[config.mk]
export PLATFORM = sky130hd
export DESIGN_NAME = cvt_ctrl_reg
export DESIGN_NICKNAME = d
export VERILOG_FILES = /design/src/rtl/cvt_pkg.sv /design/src/rtl/cvt_frame_rx.sv /design/src/rtl/cvt_action_bit.sv /design/src/rtl/cvt_cfg_reg.sv /design/src/rtl/cvt_ctrl_reg.sv
export SDC_FILE = /design/constraint.sdc
export NUM_CORES = 1
export LEC_CHECK = 0
export BUFFER_PORTS_ARGS = -buffer_cell sky130_fd_sc_hd__buf_4
export CORE_MARGIN = 2
export CORE_UTILIZATION = 45
export CTS_BUF_LIST = sky130_fd_sc_hd__clkbuf_16
export DETAILED_ROUTE_END_ITERATION = 8
export GPL_TIMING_DRIVEN = 0
export PLACE_DENSITY = 0.79
export SLEW_MARGIN = 10
export SYNTH_ARGS = -nofsm -noshare
export SYNTH_HDL_FRONTEND = slang
export SYNTH_SLANG_ARGS = --single-unit
[constraint.sdc]
create_clock -name clk -period 1.6 [get_ports clk]
set_input_delay 0 -clock clk [delete_from_list [all_inputs] [get_ports clk]]
set_output_delay 0 -clock clk [all_outputs]
set_load 0.02 [all_outputs]
[src/rtl/cvt_pkg.sv]
package cvt_pkg;
  localparam int FRAME_W = 16;
  localparam int ADDR_W  = 2;
  localparam int DATA_W  = FRAME_W - ADDR_W;
  localparam int NUM_ACT = 2;
  localparam int ACT_CONV = 0;
  localparam int ACT_CAL  = 1;

  // payload bit positions (decoded by the converter core)
  localparam int B_SE    = 13;
  localparam int B_CH_HI = 12;
  localparam int B_PM_HI = 9;
  localparam int B_RD_HI = 7;
  localparam int B_TW    = 5;
  localparam int B_CONV  = 4;
  localparam int B_CALMD = 3;
  localparam int B_CS_HI = 2;
  localparam int B_STCAL = 0;

  typedef struct packed {
    logic       se;
    logic [2:0] ch;
    logic [1:0] pm;
    logic [1:0] rd;
    logic       tw;
    logic       calmd;
    logic [1:0] cs;
  } cfg_t;
endpackage

[src/rtl/cvt_frame_rx.sv]
module cvt_frame_rx #(
  parameter int FRAME_W = 16
) (
  input  logic               clk,
  input  logic               rst,
  input  logic               frame_sel,
  input  logic               in_valid,
  input  logic               in_bit,
  output logic               in_ready,
  output logic               commit,
  output logic [FRAME_W-1:0] frame
);
  localparam int CW = $clog2(FRAME_W);
  localparam logic [CW-1:0] LAST = CW'(FRAME_W - 1);

  logic [CW-1:0]      cnt_q;
  logic [FRAME_W-2:0] sh_q;
  logic               rdy_q;
  logic               accept;

  assign in_ready = rdy_q;
  assign accept   = in_valid & rdy_q & frame_sel;
  assign commit   = accept & (cnt_q == LAST);
  assign frame    = {sh_q, in_bit};

  always_ff @(posedge clk) begin
    if (rst) begin
      cnt_q <= '0;
      sh_q  <= '0;
      rdy_q <= 1'b0;
    end else begin
      rdy_q <= 1'b1;
      if (!frame_sel) begin
        cnt_q <= '0;
      end else if (accept) begin
        sh_q  <= {sh_q[FRAME_W-3:0], in_bit};
        cnt_q <= (cnt_q == LAST) ? '0 : cnt_q + 1'b1;
      end
    end
  end
endmodule

[src/rtl/cvt_action_bit.sv]
module cvt_action_bit (
  input  logic clk,
  input  logic rst,
  input  logic wr,
  input  logic req,
  input  logic done,
  output logic busy,
  output logic pulse,
  output logic idle_now
);
  logic busy_q, pulse_q, start;

  // done is applied before the write of the same cycle
  assign idle_now = ~busy_q | done;
  assign start    = wr & req & idle_now;
  assign busy     = busy_q;
  assign pulse    = pulse_q;

  always_ff @(posedge clk) begin
    if (rst) begin
      busy_q  <= 1'b0;
      pulse_q <= 1'b0;
    end else begin
      busy_q  <= (busy_q & ~done) | start;
      pulse_q <= start;
    end
  end
endmodule

[src/rtl/cvt_cfg_reg.sv]
module cvt_cfg_reg
  import cvt_pkg::*;
(
  input  logic clk,
  input  logic rst,
  input  logic wr,
  input  cfg_t wdata,
  input  logic read_done,
  output cfg_t cfg
);
  cfg_t cfg_q;
  assign cfg = cfg_q;

  always_ff @(posedge clk) begin
    if (rst) begin
      cfg_q <= '0;
    end else if (wr) begin
      cfg_q <= wdata;
    end else if (read_done) begin
      cfg_q.tw <= 1'b0;
    end
  end
endmodule

[src/rtl/cvt_ctrl_reg.sv]
module cvt_ctrl_reg
  import cvt_pkg::*;
#(
  parameter int P_FRAME_W = FRAME_W,
  parameter int P_ADDR_W  = ADDR_W
) (
  input  logic       clk,
  input  logic       rst,
  input  logic       frame_sel,
  input  logic       in_valid,
  input  logic       in_bit,
  output logic       in_ready,
  input  logic       conv_done,
  input  logic       cal_done,
  input  logic       read_done,
  output logic       in_single_ended,
  output logic [2:0] chan_sel,
  output logic [1:0] pwr_mode,
  output logic [1:0] rd_sel,
  output logic       two_wire,
  output logic       cal_system,
  output logic [1:0] cal_sel,
  output logic       conv_start,
  output logic       conv_busy,
  output logic       cal_start,
  output logic       cal_busy,
  output logic       cal_coef_strobe
);
  localparam int P_DATA_W = P_FRAME_W - P_ADDR_W;

  logic                 commit, wr;
  logic [P_FRAME_W-1:0] frame;
  logic [P_DATA_W-1:0]  pay;
  logic [NUM_ACT-1:0]   act_req, act_done, act_busy, act_pulse, act_idle;
  cfg_t                 wcfg, cfg;
  logic                 strobe_q;

  cvt_frame_rx #(.FRAME_W(P_FRAME_W)) u_rx (
    .clk(clk), .rst(rst), .frame_sel(frame_sel), .in_valid(in_valid),
    .in_bit(in_bit), .in_ready(in_ready), .commit(commit), .frame(frame)
  );

  assign wr  = commit & (&frame[P_FRAME_W-1 -: P_ADDR_W]);
  assign pay = frame[P_DATA_W-1:0];

  assign wcfg.se    = pay[B_SE];
  assign wcfg.ch    = pay[B_CH_HI -: 3];
  assign wcfg.pm    = pay[B_PM_HI -: 2];
  assign wcfg.rd    = pay[B_RD_HI -: 2];
  assign wcfg.tw    = pay[B_TW];
  assign wcfg.calmd = pay[B_CALMD];
  assign wcfg.cs    = pay[B_CS_HI -: 2];

  cvt_cfg_reg u_cfg (
    .clk(clk), .rst(rst), .wr(wr), .wdata(wcfg),
    .read_done(read_done), .cfg(cfg)
  );

  assign act_req[ACT_CONV]  = pay[B_CONV];
  assign act_req[ACT_CAL]   = pay[B_STCAL];
  assign act_done[ACT_CONV] = conv_done;
  assign act_done[ACT_CAL]  = cal_done;

  for (genvar i = 0; i < NUM_ACT; i++) begin : g_act
    cvt_action_bit u_act (
      .clk(clk), .rst(rst), .wr(wr), .req(act_req[i]), .done(act_done[i]),
      .busy(act_busy[i]), .pulse(act_pulse[i]), .idle_now(act_idle[i])
    );
  end

  always_ff @(posedge clk) begin
    if (rst) strobe_q <= 1'b0;
    else     strobe_q <= wr & ~pay[B_STCAL] & act_idle[ACT_CAL];
  end

  assign in_single_ended = cfg.se;
  assign chan_sel        = cfg.ch;
  assign pwr_mode        = cfg.pm;
  assign rd_sel          = cfg.rd;
  assign two_wire        = cfg.tw;
  assign cal_system      = cfg.calmd;
  assign cal_sel         = cfg.cs;
  assign conv_start      = act_pulse[ACT_CONV];
  assign conv_busy       = act_busy[ACT_CONV];
  assign cal_start       = act_pulse[ACT_CAL];
  assign cal_busy        = act_busy[ACT_CAL];
  assign cal_coef_strobe = strobe_q;
endmodule

## Word level (Yosys, flattened, before mapping)

Index checks and enable logic that the tools add are counted.

- Flip-flop bits (word level): 37
- Input port bits: 8
- Output and inout port bits: 18
- Word-level logic and storage cells: 47

- Add/sub/neg operators: 1
- Equal/unequal tests: 1
- Muxes and demuxes: 4
- Bitwise gates (word level): 22
- Reductions and logical operators: 4

Operators with widths:

| cell | number |
|---|---|
| $and A1 B1 Y1 | 12 |
| $not A1 Y1 | 6 |
| $add A4 B1 Y4 const B | 1 |
| $eq A4 B4 Y1 const B | 1 |
| $mux W4 | 1 |
| $or A1 B1 Y1 | 4 |
| $reduce_and A2 Y1 | 2 |
| $mux W1 | 3 |
| $reduce_bool A2 Y1 | 1 |
| $reduce_or A2 Y1 | 1 |

## Logic depth before layout (Yosys ltp)

- Depth in word-level cells: 7
- Mapped depth: 6
- Gate-level depth less buffers: 4

## Cells and area by module

Synthesis repeated with hierarchy kept, for this count alone.

- Cells, all modules: 147
- Area, all modules: 1366.3 sq um

By module, submodules not included:

| module | instances | cells an instance | area an instance (sq um) |
|---|---|---|---|
| cvt_frame_rx | 1 | 92 | 747.0 |
| cvt_cfg_reg | 1 | 39 | 427.9 |
| cvt_action_bit | 2 | 6 | 75.1 |
| cvt_ctrl_reg | 1 | 4 | 41.3 |

## Worst setup path before layout

No wires, ideal clock.

- Path type: flip-flop to flip-flop
- Start point: register u_rx.cnt_q[0]
- End point: register u_cfg.cfg_q (netlist bit u_cfg.cfg[0])
- Library setup time: 0.132 ns
- Arrival: 1.137 ns
- Required time: 1.468 ns
- Path slack: 0.331 ns
- Stages on the path, launching flop included: 7
- Clock period less this slack: 1.269 ns
- Path through: dfxtp_1 > ha_1 > and4_1 > buf_4 > buf_6 > nand3_1 > a21oi_1

- Cells in the longest elaborated chain, start to end: 3

RTL lines:

| item | line | text |
|---|---|---|
| start, declared | cvt_frame_rx.sv:16 | `logic [CW-1:0] cnt_q;` |
| start signal, assigned | cvt_frame_rx.sv:37 | `cnt_q <= (cnt_q == LAST) ? '0 : cnt_q + 1'b1;` |
| $eq A4 B4 Y1 | cvt_frame_rx.sv:23 | `assign commit = accept & (cnt_q == LAST);` |
| $and A1 B1 Y1 | cvt_frame_rx.sv:23 |  |
| $and A1 B1 Y1 | cvt_ctrl_reg.sv:43 | `assign wr = commit & (&frame[P_FRAME_W-1 -: P_ADDR_W]);` |
| end signal, assigned | cvt_cfg_reg.sv:18 | `cfg_q <= wdata;` |
| end, declared | cvt_cfg_reg.sv:11 | `cfg_t cfg_q;` |

No other way between the ends.
A chain may end at the register's enable or synchronous reset.

## Worst setup path after layout

- Start point: register u_rx.cnt_q[0]
- End point: register u_cfg.cfg_q (netlist bit u_cfg.cfg[7])

Same word-level chain as after synthesis.

==> out/qor.yml <==
placed_design:
  dp_hpwl_mm: 2.02
  gp_congestion: 0.806
  numPortBuffers: 24
  placed_area_um2: 1620
route:
  drt_iter0_markers: 35
  drtAntennaViolNets: 0
  wl_per_cell_um: 12.6
  num_vias: 1229
  first_pass_iters: 4
  drc: 0
  wl_mm: 2.93
  vias_per_cell: 5.30
timing:
  slew_headroom: 0.679
  tns_ns: 0
  setup_viol_count_final: 0
  final-hold-violation-count: 0
  tightest_slew_ns: 0.482
  max_freq_mhz: 691
  holdWs_ns: 0.0166
  finalCritPeriodShare: 0.905
  finalCriticalPeriod_ns: 1.45
  rsz0062_at_grt: "false"
  skew_ns: 0.00295
  drv_slew: 0
outcome:
  outcome: "complete, no violations"
cells_and_area:
  area_delta_synth_final_pct: 26.8
  layout-drive-gt1-share: 0.196
  ff_latch_area_um2: 741
  nNetsFinal: 208
  multi_input_area_um2: 581
  layout_common_cells: "dfxtp_1, nand2_1, a21oi_1"
  final_common_cell: "dfxtp_1"
  n_antenna_cell: 0
  final_design_area_no_fill_um2: 1770
  nFillCells: 283
floorplanning:
  initial_core_util: 0.466
  rows: 20
  dieArea_um2: 3570
  coreArea_um2: 3000
  io_pins: 26
  die_w_um: 59.8
  die_y_um: 59.8
grt:
  busiest_layer: "met2"
  grt_usage: 0.184
  met2_usage: 0.290
  first_global_vias: 1072
  grt_max_degree: 11
  gr-usage-met3: 0.0606
  met1_usage: 0.232
  gr-total-overflow: 0
  antenna_found_initial: 0
  grt_first_pass_wirelength_mm: 4.85
yosys:
  synth_cell_type_count: 26
  synth_area_leaders: "dfxtp_1, a21oi_1, nand2_1, nand3_1, o21ai_0"
  synth_area_um2: 1400
  avgSynthCellArea_um2: 8.43
  ys_ff_latch: 37
  synthDominantCellAreaShare: 0.530
  syn-num-nets: 175
  yosysSeqAreaShare: 0.530
  postSynthCellCount: 166
  synth.largest_area_cell: "dfxtp_1"
  ys_warn_count: 0
critical_path:
  path_cells: "ha_1 > nand4_1 > clkbuf_2 > o21ai_0 > a21oi_1"
  critPathBufInv: 1
  cp-end-kind: "flip-flop"
  path_class: "reg -> reg"
  cp.required_ns: 1.74
  critPathTopFamily: "flip-flops"
  arrival_ns: 1.59
  cp-start-kind: "flip-flop"
  crit_path_top_delay_cell: "dfxtp_1"
  path_max_fanout: 10
  max_stage_delay_ns: 0.39
clocking:
  cts.htree.levels: 2
  clkSinkCount: 37
  cts_max_path_buffers: 2
  numCtsBuffers: 5
  post-cts-setup-buffers: 0
  clkLatencyLatePin_ns: 0.28
  cts_tree: "yes"
  path_clk_slew_ns: 0.05
  clk_root_buffer_cell: "clkbuf_16"
power_and_ir_drop:
  leakage_uw: 0.000651
  cellPowerDensity_nw_per_um2: 1060
  peakVddDrop_v: 0.000618
worst_hold_path:
  hold_class: "in -> reg"
run:
  drv_cap: 0
## metal layers
layer  up-vias  wire [um]
met5         -          0
met4         0         43
met3         6        122
met2        28       1340
met1       551       1420
li1        644          -
## worst register-to-register path: cells and delay by family, from the launching register on
kind                     cells  cell delay (ns)
flip-flops                   1             0.39
AO/OA/AOI/OAI                2             0.26
adder cells (fa/ha/maj)      1             0.25
buffers and inverters        1             0.22
AND/OR/NAND/NOR              1             0.18
## cells in the mapped netlist
cell and number:
and4_1 2, nand2_2 1, nor2_1 2, a21oi_1 32
nand3_1 13, buf_2 2, nand3_2 1, ha_1 1
buf_6 2, or3_1 1, nor3_1 1, nor4_1 1
buf_4 2, a31oi_1 1, clkbuf_1 7, inv_1 1
nor2b_1 2, and3_1 1, nand2_1 36, a311o_1 1
nand4_1 3, o21ai_0 13, nand2b_1 1, nor4b_2 1
dfxtp_1 37, xnor2_1 1
## registers in the layout, summed over array words and instances, names as in the netlist
register	flops
u_rx.in_ready	1
cal_coef_strobe	1
u_rx.cnt_q	4
g_act.u_act.busy	2
g_act.u_act.pulse	2
u_cfg.cfg	12
u_rx.sh_q	15
## cell families after synthesis
logic type / share of synthesized area
adders and majority gates: 0.00894
xor gates and xnor gates: 0.00626
buffers and inverters: 0.0555
AOI/OAI and AO/OA: 0.173
and+or+nand+nor: 0.227
DFF: 0.530
## final cells by class
| type | count | area share |
|---|---|---|
| timing repair buffer | 26 | 0.113 |
| inverter | 1 | 0.00212 |
| clock inverter | 2 | 0.00423 |
| multi-input combinational | 115 | 0.327 |
| clock buffer | 5 | 0.0705 |
| sequential | 37 | 0.417 |
| tap | 33 | 0.0233 |
| buffer | 13 | 0.0423 |
## worst paths after layout
check,startpoint,endpoint,slack (ns),cells after the start
setup / recovery,u_rx.cnt_q[0]$_SDFFE_PP0N_,u_cfg.cfg[7]$_SDFFE_PP0P_,0.15,5
setup reg to reg,u_rx.cnt_q[0]$_SDFFE_PP0N_,u_cfg.cfg[7]$_SDFFE_PP0P_,0.15,5
hold reg to reg,u_rx.sh_q[9]$_SDFFE_PP0P_,u_rx.sh_q[10]$_SDFFE_PP0P_,0.47,2
hold / removal,conv_done,g_act[0].u_act.busy$_SDFF_PP0_,0.02,3
## what timing repair did
item | in CTS | in global routing
endpoints found under the hold margin | 3 | 0
gates resized for setup | 0 | 2
hold buffers | 2 | 0
setup endpoints to repair | 0 | 1
## stage by stage
stage	worst slack (ns)	utilization	total power, uW	cells
finish	0.152	0.591	1870	232
global route	0.0402	0.591	1940	232
CTS	0.125	0.590	1890	232
detailed placement	0.142	0.540	1000	223
global placement	0.148	0.540	1000	223
floorplan	0.331	-	976	166
## power by group
part	internal [uW]	total (uW)	switching [uW]
Sequential	926	929	3.56
Clock	556	886	330
Combinational	22.9	59.2	36.3
Total	1500	1870	370
Note: power is estimated with default switching activity, not from simulation.
